## config.mk

```make
export PLATFORM = sky130hd
export DESIGN_NAME = wdog_escalate
export DESIGN_NICKNAME = d
export VERILOG_FILES = /design/src/rtl/wdog_pkg.sv /design/src/rtl/wdog_tick.sv /design/src/rtl/wdog_ctrl.sv /design/src/rtl/wdog_status.sv /design/src/rtl/wdog_escalate.sv
export SDC_FILE = /design/constraint.sdc
export NUM_CORES = 1
export LEC_CHECK = 0
export ABC_AREA = 1
export CELL_PAD_IN_SITES_DETAIL_PLACEMENT = 0
export CELL_PAD_IN_SITES_GLOBAL_PLACEMENT = 2
export CORE_MARGIN = 3
export CORE_UTILIZATION = 38
export DETAILED_ROUTE_END_ITERATION = 7
export DONT_BUFFER_PORTS = 1
export GPL_TIMING_DRIVEN = 0
export PLACE_DENSITY_LB_ADDON = 0.15
export SETUP_SLACK_MARGIN = 0.3
export SLEW_MARGIN = 20
export SYNTH_ARGS = -nofsm -noshare
export SYNTH_HDL_FRONTEND = slang
export SYNTH_HIERARCHICAL = 1
export SYNTH_SLANG_ARGS = --single-unit
```

## constraint.sdc

```tcl
create_clock -name clk_i -period 3 [get_ports clk_i]
set_clock_uncertainty 0.2 [all_clocks]
set_input_delay 0.9 -clock clk_i [delete_from_list [all_inputs] [get_ports clk_i]]
set_output_delay 0.9 -clock clk_i [all_outputs]
set_load 0.03 [all_outputs]
```

## src/rtl/wdog_pkg.sv

```systemverilog
package wdog_pkg;
  localparam int unsigned N_TAPS = 4;
  localparam int unsigned SEL_W  = 2;

  typedef enum logic [1:0] {
    RK_NONE   = 2'b00,
    RK_CORE   = 2'b01,
    RK_CHIP   = 2'b10,
    RK_SYSTEM = 2'b11
  } rst_kind_e;

  localparam int unsigned ADDR_CTRL = 0;
  localparam int unsigned ADDR_STAT = 1;

  localparam int unsigned CTL_EN_BIT  = 0;
  localparam int unsigned CTL_RC_LSB  = 1;
  localparam int unsigned CTL_SEL_LSB = 3;
  localparam int unsigned ST_ARM_BIT  = 0;
  localparam int unsigned ST_PEND_BIT = 1;
  localparam int unsigned ST_RS_LSB   = 2;
  localparam int unsigned USED_BITS   = 5;
endpackage

```

## src/rtl/wdog_tick.sv

```systemverilog
module wdog_tick
  import wdog_pkg::*;
#(
  parameter int unsigned TAP_BASE = 3,
  parameter int unsigned TAP_STEP = 2
) (
  input  logic             clk_i,
  input  logic             rst_ni,
  input  logic [SEL_W-1:0] sel_i,
  output logic             tick_o
);
  localparam int unsigned TOP_BIT = TAP_BASE + (N_TAPS - 1) * TAP_STEP;
  localparam int unsigned CNT_W   = TOP_BIT + 1;

  logic [CNT_W-1:0]  cnt_q;
  logic [N_TAPS-1:0] tap_now, tap_q, rise;

  for (genvar g = 0; g < N_TAPS; g++) begin : g_tap
    assign tap_now[g] = cnt_q[TAP_BASE + g * TAP_STEP];
  end

  // per-tap edge detect: a period change never fakes an edge
  assign rise   = tap_now & ~tap_q;
  assign tick_o = rise[sel_i];

  always_ff @(posedge clk_i or negedge rst_ni) begin
    if (!rst_ni) begin
      cnt_q <= '0;
      tap_q <= '0;
    end else begin
      cnt_q <= cnt_q + 1'b1;
      tap_q <= tap_now;
    end
  end
endmodule

```

## src/rtl/wdog_ctrl.sv

```systemverilog
module wdog_ctrl
  import wdog_pkg::*;
(
  input  logic             clk_i,
  input  logic             rst_ni,
  input  logic             wr_i,
  input  logic             wr_irq_en_i,
  input  rst_kind_e        wr_rc_i,
  input  logic [SEL_W-1:0] wr_sel_i,
  input  logic             fire_i,
  output logic             irq_en_o,
  output logic [SEL_W-1:0] sel_o,
  output rst_kind_e        rst_ctl_o,
  output rst_kind_e        rst_stat_o
);
  logic             irq_en_q;
  logic [SEL_W-1:0] sel_q;
  rst_kind_e        ctl_q, stat_q;

  always_ff @(posedge clk_i or negedge rst_ni) begin
    if (!rst_ni) begin
      irq_en_q <= 1'b0;
      sel_q    <= '0;
      ctl_q    <= RK_NONE;
      stat_q   <= RK_NONE;
    end else begin
      if (wr_i) begin
        irq_en_q <= wr_irq_en_i;
        sel_q    <= wr_sel_i;
      end
      if (fire_i) begin
        stat_q <= ctl_q;
        ctl_q  <= RK_NONE;
      end else if (wr_i && ctl_q == RK_NONE) begin
        ctl_q <= wr_rc_i;  // sticky: loads only from zero
      end
    end
  end

  assign irq_en_o   = irq_en_q;
  assign sel_o      = sel_q;
  assign rst_ctl_o  = ctl_q;
  assign rst_stat_o = stat_q;
endmodule

```

## src/rtl/wdog_status.sv

```systemverilog
module wdog_status
  import wdog_pkg::*;
(
  input  logic      clk_i,
  input  logic      rst_ni,
  input  logic      tick_i,
  input  logic      clr_arm_i,
  input  logic      clr_pend_i,
  input  rst_kind_e rst_ctl_i,
  output logic      arm_o,
  output logic      pend_o,
  output logic      fire_o,
  output logic      rst_req_o,
  output rst_kind_e rst_kind_o
);
  logic      arm_q, pend_q, arm_c, pend_c, arm_n, pend_n, fire;
  logic      req_q;
  rst_kind_e kind_q;

  always_comb begin
    // clear first, then the event sees the cleared flags
    arm_c  = arm_q & ~clr_arm_i;
    pend_c = pend_q & ~clr_pend_i;
    arm_n  = arm_c;
    pend_n = pend_c;
    fire   = 1'b0;
    if (tick_i) begin
      unique case ({arm_c, pend_c})
        2'b00, 2'b01: arm_n  = 1'b1;
        2'b10:        pend_n = 1'b1;
        default:      fire   = (rst_ctl_i != RK_NONE);
      endcase
    end
  end

  always_ff @(posedge clk_i or negedge rst_ni) begin
    if (!rst_ni) begin
      arm_q  <= 1'b0;
      pend_q <= 1'b0;
      req_q  <= 1'b0;
      kind_q <= RK_NONE;
    end else begin
      arm_q  <= arm_n;
      pend_q <= pend_n;
      req_q  <= fire;
      kind_q <= fire ? rst_ctl_i : RK_NONE;
    end
  end

  assign arm_o      = arm_q;
  assign pend_o     = pend_q;
  assign fire_o     = fire;
  assign rst_req_o  = req_q;
  assign rst_kind_o = kind_q;
endmodule

```

## src/rtl/wdog_escalate.sv

```systemverilog
module wdog_escalate
  import wdog_pkg::*;
#(
  parameter int unsigned TAP_BASE = 3,
  parameter int unsigned TAP_STEP = 2,
  parameter int unsigned DATA_W   = 8,
  parameter int unsigned ADDR_W   = 2
) (
  input  logic              clk_i,
  input  logic              rst_ni,
  input  logic              crit_en_i,
  input  logic              reg_we_i,
  input  logic [ADDR_W-1:0] reg_addr_i,
  input  logic [DATA_W-1:0] reg_wdata_i,
  output logic [DATA_W-1:0] reg_rdata_o,
  output logic              irq_o,
  output logic              rst_req_o,
  output logic [1:0]        rst_kind_o
);
  logic             sel_ctrl, sel_stat;
  logic             irq_en_q, arm_q, pend_q, tick, fire;
  logic [SEL_W-1:0] period_q;
  rst_kind_e        rst_ctl_q, rst_stat_q, kind_q;
  logic             unused_wdata;

  assign sel_ctrl     = (reg_addr_i == ADDR_W'(ADDR_CTRL));
  assign sel_stat     = (reg_addr_i == ADDR_W'(ADDR_STAT));
  assign unused_wdata = ^reg_wdata_i[DATA_W-1:USED_BITS];

  wdog_tick #(
    .TAP_BASE (TAP_BASE),
    .TAP_STEP (TAP_STEP)
  ) u_tick (
    .clk_i  (clk_i),
    .rst_ni (rst_ni),
    .sel_i  (period_q),
    .tick_o (tick)
  );

  wdog_ctrl u_ctrl (
    .clk_i       (clk_i),
    .rst_ni      (rst_ni),
    .wr_i        (reg_we_i & sel_ctrl),
    .wr_irq_en_i (reg_wdata_i[CTL_EN_BIT]),
    .wr_rc_i     (rst_kind_e'(reg_wdata_i[CTL_RC_LSB +: 2])),
    .wr_sel_i    (reg_wdata_i[CTL_SEL_LSB +: SEL_W]),
    .fire_i      (fire),
    .irq_en_o    (irq_en_q),
    .sel_o       (period_q),
    .rst_ctl_o   (rst_ctl_q),
    .rst_stat_o  (rst_stat_q)
  );

  wdog_status u_status (
    .clk_i      (clk_i),
    .rst_ni     (rst_ni),
    .tick_i     (tick),
    .clr_arm_i  (reg_we_i & sel_stat & reg_wdata_i[ST_ARM_BIT]),
    .clr_pend_i (reg_we_i & sel_stat & reg_wdata_i[ST_PEND_BIT]),
    .rst_ctl_i  (rst_ctl_q),
    .arm_o      (arm_q),
    .pend_o     (pend_q),
    .fire_o     (fire),
    .rst_req_o  (rst_req_o),
    .rst_kind_o (kind_q)
  );

  always_comb begin
    reg_rdata_o = '0;
    if (sel_ctrl) begin
      reg_rdata_o[CTL_EN_BIT]             = irq_en_q;
      reg_rdata_o[CTL_RC_LSB +: 2]        = rst_ctl_q;
      reg_rdata_o[CTL_SEL_LSB +: SEL_W]   = period_q;
    end else if (sel_stat) begin
      reg_rdata_o[ST_ARM_BIT]             = arm_q;
      reg_rdata_o[ST_PEND_BIT]            = pend_q;
      reg_rdata_o[ST_RS_LSB +: 2]         = rst_stat_q;
    end
  end

  assign irq_o      = pend_q & irq_en_q & crit_en_i;
  assign rst_kind_o = kind_q;
endmodule

```

After elaboration in Yosys (flattened, before gate mapping)
Index checks and enable logic that the tools add are counted. W data, S select, Z words.

Flip-flop bits (word level): 26. Bits of input ports: 14. Output and inout port bits: 12. Word-level logic and storage cells: 49.

Add/subtract/negate cells: 1. $lt $le $gt $ge: 1. Eq/ne operators: 3. Mux-type cells: 14. Bitwise operators: 12. Reductions and logical operators: 8.

Operator list (count): $add A10 B1 Y10 const B (1); $and A1 B1 Y1 (8); $mux W1 (8); $mux W4 (2); $logic_not A2 Y1 (3); $mux W2 (3); $and A4 B4 Y4 (1); $eq A2 B1 Y1 const B (2); $not A4 Y4 (1); $reduce_bool A2 Y1 (2); $lt A2 B3 Y1 const B (1); $reduce_or A3 Y1 (1); $bmux W1 S2 (1); $eq A2 B2 Y1 const B (1); $not A1 Y1 (2); $reduce_or A2 Y1 (1); $logic_and A1 B1 Y1 (1).

Longest topological paths before layout
Depth in word-level cells: 10. Depth in mapped cells: 12. Depth with buffers taken out: 12.

By module
Netlist, hierarchy kept.

By module, submodules not included: wdog_tick (instances 1, cells an instance 67, area each 600.6 um^2, sequential area each 350.3 um^2); wdog_ctrl (instances 1, cells an instance 26, area each 257.7 um^2, sequential area each 175.2 um^2); wdog_status (instances 1, cells an instance 21, area each 191.4 um^2, sequential area each 125.1 um^2); wdog_escalate (instances 1, cells an instance 29, area each 141.4 um^2, sequential area each 0.0 um^2).

Least setup slack after synthesis
OpenSTA, ideal clock, no wires.

Kind: input to output. Start: in reg_addr_i[0]. End: out reg_rdata_o[4]. Arrival time: 1.471 ns. Data required time: 1.900 ns. Path slack: 0.429 ns. Stages: 3. Path buffers: 0. Path through: nor2_4 inv_2 nor2_1.

Cells in the longest elaborated chain, start to end: 2.

Ends and longest elaborated chain: start, declared (line wdog_escalate.sv:13) `input logic [ADDR_W-1:0] reg_addr_i,`; $logic_not A2 Y1 (line wdog_escalate.sv:26) `assign sel_ctrl = (reg_addr_i == ADDR_W'(ADDR_CTRL));`; $mux W1 (line wdog_escalate.sv:70) `if (sel_ctrl) begin`; end, declared (line wdog_escalate.sv:15) `output logic [DATA_W-1:0] reg_rdata_o,`.

Every way passes these cells.

Worst setup path in the final report
Ends and elaborated chain as after synthesis.

==> results.md <==
- Final nets: 165
- Fin Setup TNS: 0 ns
- Hold_buf cts: 0
- CP Max Fanout: 6
- Worst path arrival time: 1.52 ns
- WS Path Type: input port to output port
- Total gr overflow: 0
- Largest net degree at the start of global routing: 27
- CTS resizes: 0
- Multi-input combinational cell area: 424.2 µm²
- Fmax achieved: 382.1 MHz
- Initial Util: 41.41%
- Distinct cells, synth: 19
- DR WL/cell: 10.92 µm
- Syn avg cell area: 8.330 µm²
- Clk Tree Root Cell: clkbuf_4
- Power Total: 0.0008216 W
- Initial antenna violation count: 0
- Antenna Nets Post-Route: 0
- Layout cells sized above 1: 9.396%
- Crit path time final: 2.617 ns
- Reg area: 650.6 µm²
- P per Cell Area: 630.2 nW/µm²
- Crit-path cells: nor2_4 > inv_2 > nor2_1
- Leakage: 0.6837 nW
- Post-synthesis sequential area ratio: 54.62%
- DRC errors left: 0
- RSZ-0062 raised after global routing: false
- TritonCTS Buffers: 3
- Antenna diode count: 0
- I/O pin cnt: 26
- Fin cells: 191
- Post-CTS Setup Inserts: 0
- Worst skew pair latency: 0.32 ns
- Worst vdd ir: 0.0002894 V
- YS warnings: 6
- Commonest cells after routing, fill and taps aside: nand2_1, inv_1, dfrtp_1
- Final wirelength: 2.086 mm
- Slowest CP cell: nor2_1
- Die Width: 61.99 µm
- Cell area after synthesis: 1191 µm²
- H-tree depth: 1
- Core footprint: 2877 µm²
- Chip Height: 61.99 µm
- TritonRoute pass-1 iters: 4
- Worst Tran Pin Value: 0.5483 ns
- Util after Layout: 45.32%
- Syn Inst Count: 143
- Status: complete, no violations
- Final HPWL DP: 1.532 mm
- CTS tree: done
- Cell Count Post-Placement: 187
- Area grow syn2layout: 9.454%
- Hold slack: 0.04802 ns
- WP data required: 1.90 ns
- Reg clk slew, reported paths: 0.14 ns
- Vias in the first global route: 764
- Hold Fails Final Rpt: 0
- CTS max path bufs: 2
- DRC marker count from the first detailed-route iteration: 32
- Total number of vias: 837
- RePlAce Congestion: 0.7463
- Startpoint Class: input port
- GRT Overall Usage: 11.98%
- Vias/cell: 4.382
- Final period utilization: 87.23%
- CP peak stage delay: 0.42 ns
- Die footprint: 3842 µm²
- IO Port Bufs: 0
- Final setup fails: 0
- Leading cell type in the layout, fill and taps excluded: nand2_1
- Hold Crit Class: input port to async pin
- Setup crit end kind: output port
- Rows: 19
- First-pass GRT wire length: 3.381 mm
- Slew HR: 63.31%
- Clock sink count: 26
- Synthesized flop and latch total: 26
- MaxCap Viol Count: 0
- Slew Viols, Final: 0
- Fillers: 290
==> through the flow <==
stage / worst slack (ns) / area [µm²]
global route: 0.3444 / 1304
floorplan: 0.4287 / 1199
CTS: 0.3717 / 1304
finish: 0.3832 / 1304
global placement: 0.3812 / 1251
detailed placement: 0.3723 / 1251
==> critical path, delay by kind of cell <==
family,cells,cell delay [ns]
and+or+nand+nor,2,0.56
buffers and inverters,1,0.05
==> synthesized netlist by cell type <==
cell / number / area (µm²)
inv_2: 1 / 3.750
inv_1: 26 / 97.59
nand3_2: 1 / 10.01
nand2_2: 1 / 6.260
nand3b_1: 1 / 7.510
nor2_1: 13 / 48.80
nand2_1: 36 / 135.1
ha_1: 1 / 12.51
nor2_2: 2 / 12.51
buf_4: 3 / 22.52
dfrtp_1: 26 / 650.6
xor2_1: 2 / 17.52
nor2_4: 2 / 22.52
a21oi_1: 4 / 20.02
o21ai_0: 7 / 35.03
xnor2_1: 1 / 8.760
nand3_1: 14 / 70.07
conb_1: 1 / 3.750
and3_1: 1 / 6.260
==> path summary, 6_finish.rpt <==
kind / from / end / slack [ns] / depth (start not counted)
setup / recovery: reg_addr_i[0] / reg_rdata_o[4] / 0.38 / 3
hold / removal: rst_ni / u_tick/cnt_q[5] / 0.05 / 0
setup reg to reg: u_tick/cnt_q[5] / u_ctrl/rst_stat_o[0] / 1.28 / 12
hold reg to reg: u_tick/cnt_q[9] / u_tick/tap_q[3] / 0.22 / 0
max in group asynchronous: rst_ni / u_tick/tap_q[0] / 2.48 / 0
min in group clk_i: u_tick/cnt_q[9] / u_tick/tap_q[3] / 0.22 / 0
==> layout make-up <==
| class | count | share of cell area, % |
|---|---|---|
| plain buffers | 3 | 1.727 |
| multi-input cells | 89 | 32.53 |
| well taps | 42 | 4.031 |
| clock buffers | 3 | 1.727 |
| inverters | 27 | 7.773 |
| clock inverters | 1 | 2.303 |
| flip-flops and latches | 26 | 49.90 |
==> registers in the layout, summed over array words and instances, names as in the netlist <==
signal               cells
u_ctrl/irq_en_o          1
u_tick/tap_q             4
u_status/pend_o          1
u_status/rst_kind_o      2
u_ctrl/sel_o             2
u_ctrl/rst_ctl_o         2
u_ctrl/rst_stat_o        2
u_status/arm_o           1
u_status/rst_req_o       1
u_tick/cnt_q            10
==> power by group <==
group / total (W) / leakage, nW / internal [W] / switching [W]
Combinational: 0.000138 / 0.333 / 0.0000418 / 0.0000966
Clock: 0.000239 / 0.0279 / 0.000135 / 0.000104
Sequential: 0.000445 / 0.323 / 0.000398 / 0.0000470
==> kinds of logic after synthesis <==
kind of cell,count (synthesis),share of synthesized area (%)
compound gates,11,4.622
fa+ha+maj,1,1.050
xor+xnor,3,2.206
simple gates,71,26.79
other cells,1,0.3148
flops,26,54.62
buf+inv,30,10.40
==> routing by layer <==
metal	part of all wire [%]	track usage [%]	vias up
li1	-	-	440
met1	51	16.25	377
met2	44	18.79	18
met3	4.4	3.719	2
met4	0.62	2.727	0
met5	0	0	-
Power figures use the tool's default switching activity.
